[src/rtl/vra_pkg.sv]
package vra_pkg;

  typedef enum logic [1:0] {
    WM_OFF  = 2'b00,
    WM_M1   = 2'b01,
    WM_ALL  = 2'b10,
    WM_ALL2 = 2'b11
  } wmode_e;

  // CPU alignment point: CPU-owned window of a group, early enough in it
  function automatic logic cpu_point(input int unsigned idx, input int unsigned phase,
                                     input int unsigned wins, input int unsigned group,
                                     input int unsigned cpu_pos, input int unsigned span);
    return (idx < wins) && ((idx % group) == cpu_pos) && (phase < span);
  endfunction

  // Does a memory cycle earn a WAIT under this mode
  function automatic logic wait_wanted(input logic [1:0] mode, input logic mem, input logic m1);
    logic r;
    case (mode)
      WM_OFF:  r = 1'b0;
      WM_M1:   r = mem & m1;
      default: r = mem;
    endcase
    return r;
  endfunction

endpackage

[src/rtl/vra_slot_align.sv]
module vra_slot_align #(
  parameter int WIN_W   = 8,
  parameter int PH_W    = 3,
  parameter int WINS    = 171,
  parameter int GROUP   = 3,
  parameter int CPU_POS = 2,
  parameter int SPAN    = 2
) (
  input  logic             clk,
  input  logic             rst_n,
  input  logic [WIN_W-1:0] win_idx,
  input  logic [PH_W-1:0]  win_phase,
  output logic             align_ok
);
  import vra_pkg::*;

  always_comb begin
    align_ok = cpu_point(int'(win_idx), int'(win_phase), WINS, GROUP, CPU_POS, SPAN);
  end

  AST_ALIGN_IN_CPU_WIN: assert property (@(posedge clk) disable iff (!rst_n)
    align_ok |-> (win_phase < PH_W'(SPAN)) && (win_idx < WIN_W'(WINS)));

endmodule

[src/rtl/vra_clk_stretch.sv]
module vra_clk_stretch (
  input  logic clk,
  input  logic rst_n,
  input  logic half_tick,
  input  logic cyc_act,
  input  logic need_align,
  input  logic align_ok,
  output logic cpu_clk,
  output logic ram_grant,
  output logic aligned,
  output logic hold_now,
  output logic release_now
);
  logic pending;

  always_comb begin
    pending     = half_tick & need_align & ~aligned;
    hold_now    = pending & ~align_ok;
    release_now = pending & align_ok;
  end

  always_ff @(posedge clk) begin
    if (!rst_n) begin
      cpu_clk   <= 1'b0;
      ram_grant <= 1'b0;
      aligned   <= 1'b0;
    end else begin
      if (half_tick && !hold_now) cpu_clk <= ~cpu_clk;
      if (!cyc_act) begin
        aligned   <= 1'b0;
        ram_grant <= 1'b0;
      end else if (release_now) begin
        aligned   <= 1'b1;
        ram_grant <= 1'b1;
      end
    end
  end

  AST_CLK_ONLY_ON_TICK: assert property (@(posedge clk) disable iff (!rst_n)
    !half_tick |=> $stable(cpu_clk));
  AST_GRANT_ON_ALIGN: assert property (@(posedge clk) disable iff (!rst_n)
    $rose(ram_grant) |-> ($past(align_ok) && $past(half_tick)));
  AST_HOLD_FREEZES: assert property (@(posedge clk) disable iff (!rst_n)
    hold_now |=> $stable(cpu_clk));

endmodule

[src/rtl/vra_wait_gen.sv]
module vra_wait_gen #(
  parameter int HALVES = 2
) (
  input  logic       clk,
  input  logic       rst_n,
  input  logic       half_tick,
  input  logic       wmode_wr,
  input  logic [1:0] wmode_d,
  input  logic       cyc_act,
  input  logic       cyc_mem,
  input  logic       cyc_m1,
  input  logic       shared_hit,
  input  logic       aligned,
  output logic       cpu_wait,
  output logic [1:0] mode_q
);
  import vra_pkg::*;
  localparam int CW = $clog2(HALVES + 1);

  logic [CW-1:0] cnt;
  logic          waited;
  logic          start;

  always_comb begin
    start    = half_tick && (cnt == '0) && !waited &&
               wait_wanted(mode_q, cyc_mem, cyc_m1) && (!shared_hit || aligned);
    cpu_wait = (cnt != '0);
  end

  always_ff @(posedge clk) begin
    if (!rst_n) begin
      mode_q <= WM_OFF;
      cnt    <= '0;
      waited <= 1'b0;
    end else begin
      if (wmode_wr) mode_q <= wmode_d;
      if (half_tick) begin
        if (cnt != '0) cnt <= cnt - 1'b1;
        else if (start) cnt <= CW'(HALVES);
      end
      if (!cyc_act) waited <= 1'b0;
      else if (start) waited <= 1'b1;
    end
  end

  AST_WAIT_NEEDS_MODE: assert property (@(posedge clk) disable iff (!rst_n)
    $rose(cpu_wait) |-> ($past(mode_q) != WM_OFF));
  AST_WAIT_MEM_ONLY: assert property (@(posedge clk) disable iff (!rst_n)
    $rose(cpu_wait) |-> $past(cyc_mem));
  AST_WAIT_PERSISTS: assert property (@(posedge clk) disable iff (!rst_n)
    $rose(cpu_wait) |=> cpu_wait);
  AST_WAIT_AFTER_RELEASE: assert property (@(posedge clk) disable iff (!rst_n)
    ($rose(cpu_wait) && $past(shared_hit)) |-> $past(aligned));

endmodule

[src/rtl/vram_arbiter.sv]
module vram_arbiter #(
  parameter int WIN_W   = 8,
  parameter int PH_W    = 3,
  parameter int WINS    = 171,
  parameter int GROUP   = 3,
  parameter int CPU_POS = 2,
  parameter int SPAN    = 2,
  parameter int HALVES  = 2
) (
  input  logic             clk,
  input  logic             rst_n,
  input  logic             half_tick,
  input  logic [WIN_W-1:0] win_idx,
  input  logic [PH_W-1:0]  win_phase,
  input  logic             cyc_mem,
  input  logic             cyc_io,
  input  logic             cyc_m1,
  input  logic             shared_hit,
  input  logic             at_last,
  input  logic             wmode_wr,
  input  logic [1:0]       wmode_d,
  output logic             cpu_clk,
  output logic             cpu_wait,
  output logic             ram_grant
);
  logic       align_ok;
  logic       cyc_act;
  logic       need_align;
  logic       aligned;
  logic       hold_now;
  logic       release_now;
  logic [1:0] mode_q;

  always_comb begin
    cyc_act    = cyc_mem | cyc_io;
    need_align = cyc_act & shared_hit & at_last;
  end

  vra_slot_align #(
    .WIN_W(WIN_W), .PH_W(PH_W), .WINS(WINS), .GROUP(GROUP),
    .CPU_POS(CPU_POS), .SPAN(SPAN)
  ) u_align (
    .clk(clk), .rst_n(rst_n), .win_idx(win_idx), .win_phase(win_phase),
    .align_ok(align_ok)
  );

  vra_clk_stretch u_stretch (
    .clk(clk), .rst_n(rst_n), .half_tick(half_tick), .cyc_act(cyc_act),
    .need_align(need_align), .align_ok(align_ok), .cpu_clk(cpu_clk),
    .ram_grant(ram_grant), .aligned(aligned), .hold_now(hold_now),
    .release_now(release_now)
  );

  vra_wait_gen #(.HALVES(HALVES)) u_wait (
    .clk(clk), .rst_n(rst_n), .half_tick(half_tick), .wmode_wr(wmode_wr),
    .wmode_d(wmode_d), .cyc_act(cyc_act), .cyc_mem(cyc_mem), .cyc_m1(cyc_m1),
    .shared_hit(shared_hit), .aligned(aligned), .cpu_wait(cpu_wait),
    .mode_q(mode_q)
  );

  AST_PLAIN_NEVER_HELD: assert property (@(posedge clk) disable iff (!rst_n)
    (half_tick && !shared_hit) |=> (cpu_clk != $past(cpu_clk)));
  AST_GRANT_DROPS_IDLE: assert property (@(posedge clk) disable iff (!rst_n)
    !cyc_act |=> !ram_grant);
  AST_HOLD_NEEDS_DECODE: assert property (@(posedge clk) disable iff (!rst_n)
    hold_now |-> (shared_hit && at_last && !align_ok));
  AST_MODE_LOAD: assert property (@(posedge clk) disable iff (!rst_n)
    wmode_wr |=> (mode_q == $past(wmode_d)));
  AST_RELEASE_ONCE: assert property (@(posedge clk) disable iff (!rst_n)
    release_now |=> aligned);

endmodule

[config.mk]
export PLATFORM = sky130hd
export DESIGN_NAME = vram_arbiter
export DESIGN_NICKNAME = d
export VERILOG_FILES = /design/src/rtl/vra_pkg.sv /design/src/rtl/vra_slot_align.sv /design/src/rtl/vra_clk_stretch.sv /design/src/rtl/vra_wait_gen.sv /design/src/rtl/vram_arbiter.sv
export SDC_FILE = /design/constraint.sdc
export NUM_CORES = 1
export LEC_CHECK = 0
export ABC_AREA = 1
export BUFFER_PORTS_ARGS = -buffer_cell sky130_fd_sc_hd__buf_4
export CAP_MARGIN = 20
export CORE_ASPECT_RATIO = 0.8
export CORE_UTILIZATION = 55
export DETAILED_ROUTE_END_ITERATION = 7
export HOLD_SLACK_MARGIN = 0.08
export PLACE_DENSITY = 0.8
export SYNTH_ARGS = -nofsm -noshare
export SYNTH_HDL_FRONTEND = slang
export SYNTH_SLANG_ARGS = --single-unit
export TNS_END_PERCENT = 20
[constraint.sdc]
create_clock -name clk -period 9.1 [get_ports clk]
set_clock_uncertainty 0.1 [all_clocks]
set_input_delay 1.82 -clock clk [delete_from_list [all_inputs] [get_ports clk]]
set_output_delay 1.82 -clock clk [all_outputs]
set_load 0.03 [all_outputs]
==> metrics.txt, run 1 <==
status=complete, no violations; clk root buf=clkbuf_4; setup_tns=0 ps; Req. time, crit path=9150 ps; count of cell types in the netlist=27; Total Routing Usage GR=0.221; CTS tree=done; Critical R2R Capture=u_wait.cnt[1]; yosys warns=0; Clock transition at path regs=60 ps; postcts setup bufs=0; fmax=161 MHz; worst r2r path cells=8; via count=1423; Filler cells=224; final worst path period share=0.682; clock buffer depth=2; remaining antenna violation count=0; Hold Crit Endpoint=u_wait.waited; first-pass GRT wire length=around 4400 µm; slowest library cell on the worst path=nand3_2; Diodes inserted=0; Net Sw Frac=0.515; dpl cell area=1440 µm²; DRT iter0 DRCs=65; Worst VDD drop=0.100 mV; clk sinks=7; Placer Congestion=0.848; Rel. slew slack=0.706; gr ovfl total=0; worst slew pin tran=441 ps; fin crit period=6210 ps; Initial Utilization=0.588; Worst path max stage delay=340 ps; final setup violation count=0; site row count=15; Max Fanout on Critical Path=21; Clk network pwr share=0.141; Comb pwr share=0.696; Area Overhead vs Synth=15.8%; clock latency on the worst-skew pair=260 ps; HPWL Detailed=2250 µm; vias in the first global route=1064; Post-Synthesis Cells=230; CP most frequent cell=nand2_1; async set or reset register ratio after synthesis=0; Nets=approximately 280; Post-synth EDFFs=0; Slew Limit Fails=0; crit path kind=in2reg; Sw Pwr=0.000109 W; die area=2510 µm²; Int Pwr=0.000102 W; hold_buf cts=0; average size of a mapped cell=5.52 µm²; dominant synthesized flop cell=dfxtp_1; layout cell share with drive strength beyond 1=0.202; maxcap violations=0; Die Y-Extent=45.0 µm; per-cell routed wire length=9.51 µm; DR pass1 iterations=4; largest net degree at the start of global routing=22; Core ar.=2160 µm²; crit-path leading delay family=simple AND/OR/NAND/NOR gates; Inserted Clock Buffers=3; initial antenna violation count=0; RSZ-0062 raised after global routing=no; Final Hold Fails=0; die width=around 56 µm; Reg power frac=0.163; IO Count=25; Syn Nets=257; number of buffers added on ports=23; CP arrival=6260 ps; Pwr per Cell Area=143 nW/µm²; Vias/cell=5.12; hold depth=2; worst path bufs/invs=7; post-route cell area=1470 µm²; H-tree depth=1; remaining routing DRC violations=0; Hold Startpoint=u_wait.waited; Seq/Total Area, Yosys=0.110; worst hold path class=reg2reg; most common library cell in the layout ignoring fill and taps=nand2_1; Critical Path Start Type=input port; Crit. End Element=flip-flop; Critical R2R Launch=u_wait.cnt[0]; PostCTS Resize Cnt=0; FF+latch count, synth=7; Routed WL=2650 µm; Cell Area, Synth=1270 µm²; leak pwr=about 0.87 nW; Reg2Reg Setup Slack=7530 ps; most frequent cells in the layout=nand2_1, inv_1, nand3_1, nor2_1, buf_4
## how the worst max path moves through the flow
stage                          start           endpoint  cells after the start
after floorplan           win_idx[6]  u_stretch.cpu_clk                     33
after CTS                 win_idx[7]  u_stretch.cpu_clk                     34
final                     win_idx[7]  u_stretch.cpu_clk                     34
after global placement    win_idx[7]  u_stretch.cpu_clk                     34
after global routing      win_idx[7]  u_stretch.cpu_clk                     34
after detailed placement  win_idx[7]  u_stretch.cpu_clk                     34
## per-stage QoR
step                      setup WS (ps)  cells   util  power [W]  hold slack [ps]
after detailed placement           2680    274  0.668   0.000181              347
after global placement             2740    274  0.668   0.000180              351
after CTS                          2950    278  0.681   0.000211              357
final                              2890    278  0.681   0.000211              358
after global routing               2450    278  0.681   0.000237              394
after floorplan                    3680    230      -   0.000154              333
## per-layer routing
| layer | GRT usage | up-vias | share of wire |
|---|---|---|---|
| met1 | 0.359 | 613 | 0.59 |
| li1 | - | 792 | - |
| met5 | 0 | - | 0 |
| met4 | 0.0150 | 0 | 0 |
| met3 | 0.0516 | 0 | 0.027 |
| met2 | 0.296 | 18 | 0.39 |
## cells in the mapped netlist, drive strengths merged (2+ instances only)
cell type  number  share of area
nand4          13          0.069
clkinv          2         0.0059
a21oi           8          0.032
ha              5          0.049
nor2           23          0.068
dfxtp           7           0.11
o21ai          15          0.062
inv            44           0.13
a31oi           2         0.0099
nor3            2          0.017
nand3          33           0.17
o21bai          2          0.018
nand2          67           0.22
buf             3          0.022
## registers in the layout, summed over array words and instances (netlist names)
| name | count |
|---|---|
| u_stretch.cpu_clk | 1 |
| u_stretch.ram_grant | 1 |
| u_wait.waited | 1 |
| u_wait.mode_q | 2 |
| u_wait.cnt | 2 |
## layout make-up
| type | instances | area (µm²) | share of cell area |
|---|---|---|---|
| tap | 25 | 31.3 | 0.0213 |
| timing repair buffer | 23 | 173 | 0.117 |
| inverter | 46 | 173 | 0.117 |
| multi-input combinational | 173 | 926 | 0.630 |
| clock inverter | 1 | 5.00 | 0.00340 |
| clock buffer | 3 | 22.5 | 0.0153 |
| sequential | 7 | 140 | 0.0953 |
## worst register-to-register path, stage by stage (launching register included)
cell	delay, ps
dfxtp_1	310
inv_1	70
ha_1	160
inv_1	60
nor3_1	170
nand4_1	140
a21oi_1	260
o21ai_0	110
a21oi_1	120
## cell families after synthesis
family          count (synthesis)  synth area share
simple gates                  140             0.552
compound gates                 28             0.128
buf+inv                        50             0.161
fa+ha+maj                       5            0.0493
flops                           7             0.110
## power by group through the flow
| stage | clock [W] | combinational (W) | sequential [W] |
|---|---|---|---|
| 2_1_floorplan | 0 | 0.000119 | 0.0000355 |
| 3_3_place_gp | 0 | 0.000145 | 0.0000349 |
| 3_5_place_dp | 0 | 0.000146 | 0.0000350 |
| 4_1_cts | 0.0000303 | 0.000147 | 0.0000343 |
| 5_1_grt | 0.0000330 | 0.000169 | 0.0000346 |
| 6_report | 0.0000298 | 0.000147 | 0.0000343 |
Power figures use the tool's default switching activity.
==> inputs of run 2 (changes only) <==
==> constraint.sdc (replaced) <==
create_clock -name clk -period 6 [get_ports clk]
set_clock_uncertainty 0.1 [all_clocks]
set_input_delay 1.2 -clock clk [delete_from_list [all_inputs] [get_ports clk]]
set_output_delay 1.2 -clock clk [all_outputs]
set_load 0.03 [all_outputs]
==> run 2 against run 1 <==
Effect of this change: critical path depth rose by 1; combinational power increased by 54%; sequential share of layout area hardly changed; setup slack worse by 2200 ps; clock power increased by 51%; first-iteration DRC count fell by 15%; cell count up 0.36%; critical endpoint unchanged.
==> metrics.txt, run 2 (synthesis results as in run 1) <==
status=complete, no violations; Critical Path Start Type=input port; Final Hold Slack=360 ps (+1.90 ps); initial antenna violation count=0 (unchanged); clock buffer depth=2 (unchanged); number of buffers added on ports=23 (unchanged); largest net degree at the start of global routing=14 (-36%); Hold Startpoint=u_wait.waited; first-pass GRT wire length=4600 µm (+3.7%); most common library cell in the layout ignoring fill and taps=nand2_1; maxcap violations=0 (unchanged); Req. time, crit path=6050 ps (-3100 ps); remaining antenna violation count=0 (unchanged); vias in the first global route=1100 (+3.4%); site row count=15 (unchanged); Area Overhead vs Synth=16.4%; Rel. slew slack=0.801 (+0.0953); Slew Limit Fails=0 (unchanged); HPWL Detailed=2290 µm (+1.9%); Crit. End Element=flip-flop; CP arrival=5330 ps (-930 ps); Critical R2R Launch=u_wait.cnt[0]; RSZ-0062 raised after global routing=no; clk sinks=7 (unchanged); Diodes inserted=0 (unchanged); Critical R2R Capture=u_wait.cnt[0]; worst slew pin tran=297 ps (-144 ps); Worst path max stage delay=280 ps (-60 ps); final worst path period share=0.880; Routed WL=2720 µm (+2.8%); crit path kind=in2reg; die area=2510 µm² (unchanged); clock latency on the worst-skew pair=260 ps (about the same); fin crit period=5280 ps; PostCTS Resize Cnt=0 (unchanged); final setup violation count=0 (unchanged); IO Count=25 (unchanged); DRT iter0 DRCs=55 (-15%); hold depth=2 (unchanged); Max Fanout on Critical Path=13 (-38%); Nets=282 (+0.36%); Initial Utilization=0.588 (unchanged); CTS tree=done; Hold Crit Endpoint=u_wait.waited; crit-path leading delay family=simple AND/OR/NAND/NOR gates; Inserted Clock Buffers=3 (unchanged); Total Routing Usage GR=0.228 (+0.00727); per-cell routed wire length=9.75 µm (+2.4%); gr ovfl total=0 (unchanged); Placer Congestion=0.832 (-1.9%); fmax=189 MHz; Top Registers=u_wait.cnt (2), u_wait.mode_q (2); clk root buf=clkbuf_4; Reg2Reg Setup Slack=4400 ps (-3130 ps); slowest library cell on the worst path=nand3_2; CP most frequent cell=nand2_1; Final Hold Fails=0 (unchanged); Core ar.=2160 µm² (unchanged); most frequent cells in the layout=nand2_1, inv_1, buf_4; remaining routing DRC violations=0 (unchanged); worst path bufs/invs=7 (unchanged); layout cell share with drive strength beyond 1=0.205 (+0.00314); Worst VDD drop=0.150 mV (+50%); DR pass1 iterations=4 (unchanged); worst hold path class=reg2reg; Vias/cell=5.05 (-1.3%); worst r2r path cells=8 (unchanged); postcts setup bufs=0 (unchanged); setup_tns=0 ps (unchanged); hold_buf cts=0 (unchanged); Pwr per Cell Area=219 nW/µm² (+53%); leak pwr=0.871 nW (+0.51%); H-tree depth=1 (unchanged); via count=1410 (-0.91%); Die Y-Extent=45.0 µm (unchanged); Clock transition at path regs=60 ps (about the same); die width=55.7 µm (unchanged)
-- run 2: changes by cell type in the layout (fill, tap and decap cells not counted) --
cell and delta:
buf_4 +1
-- run 2: stage by stage --
step | area (µm²) | power (W) | instances | setup WS [ps] | util
after floorplan | 1270 | 0.000234 | 230 | 1200 | -
after global placement | 1450 | 0.000273 | 275 | 495 | 0.672
after detailed placement | 1450 | 0.000277 | 275 | 461 | 0.672
after CTS | 1480 | 0.000323 | 279 | 730 | 0.685
after global routing | 1480 | 0.000360 | 279 | 232 | 0.685
final | 1480 | 0.000323 | 279 | 720 | 0.685
-- run 2: area by class of cell --
class                           instances  area, µm²
Clock inverter                          1       5.00
Sequential cell                         7        140
Timing Repair Buffer                   24        180
Fill cell                             215        681
Clock buffer                            3       22.5
Tap cell                               25       31.3
Multi-Input combinational cell        173        926
Inverter                               46        173
-- run 2: worst min-delay path, cell delays in order (launching register included) --
cell     delay, ps
dfxtp_1        300
inv_1           60
a21oi_1         60
-- run 2: per-layer routing --
layer	wire length (µm)	vias to the layer above	global-route usage	part of all wire
li1	-	795	-	-
met1	1540	589	0.358	0.57
met2	1080	26	0.333	0.40
met3	93	0	0.0516	0.034
met4	0	0	0	0
met5	0	-	0	0
-- run 2: worst max-delay path by stage --
stage / from / to / slack (ps) / cells after the start
finish: win_idx[7] / u_stretch.cpu_clk / 720 / 35
global route: win_idx[7] / u_stretch.cpu_clk / 230 / 35
CTS: win_idx[7] / u_stretch.cpu_clk / 730 / 35
detailed placement: win_idx[7] / u_stretch.cpu_clk / 460 / 35
global placement: win_idx[7] / u_stretch.cpu_clk / 500 / 35
floorplan: win_idx[6] / u_stretch.cpu_clk / 1200 / 33
-- run 2: power breakdown --
group	switching [W]	internal [W]
logic	0.000145	0.0000809
clock network	0.0000205	0.0000245
registers	0.00000202	0.0000501
total	0.000168	0.000156
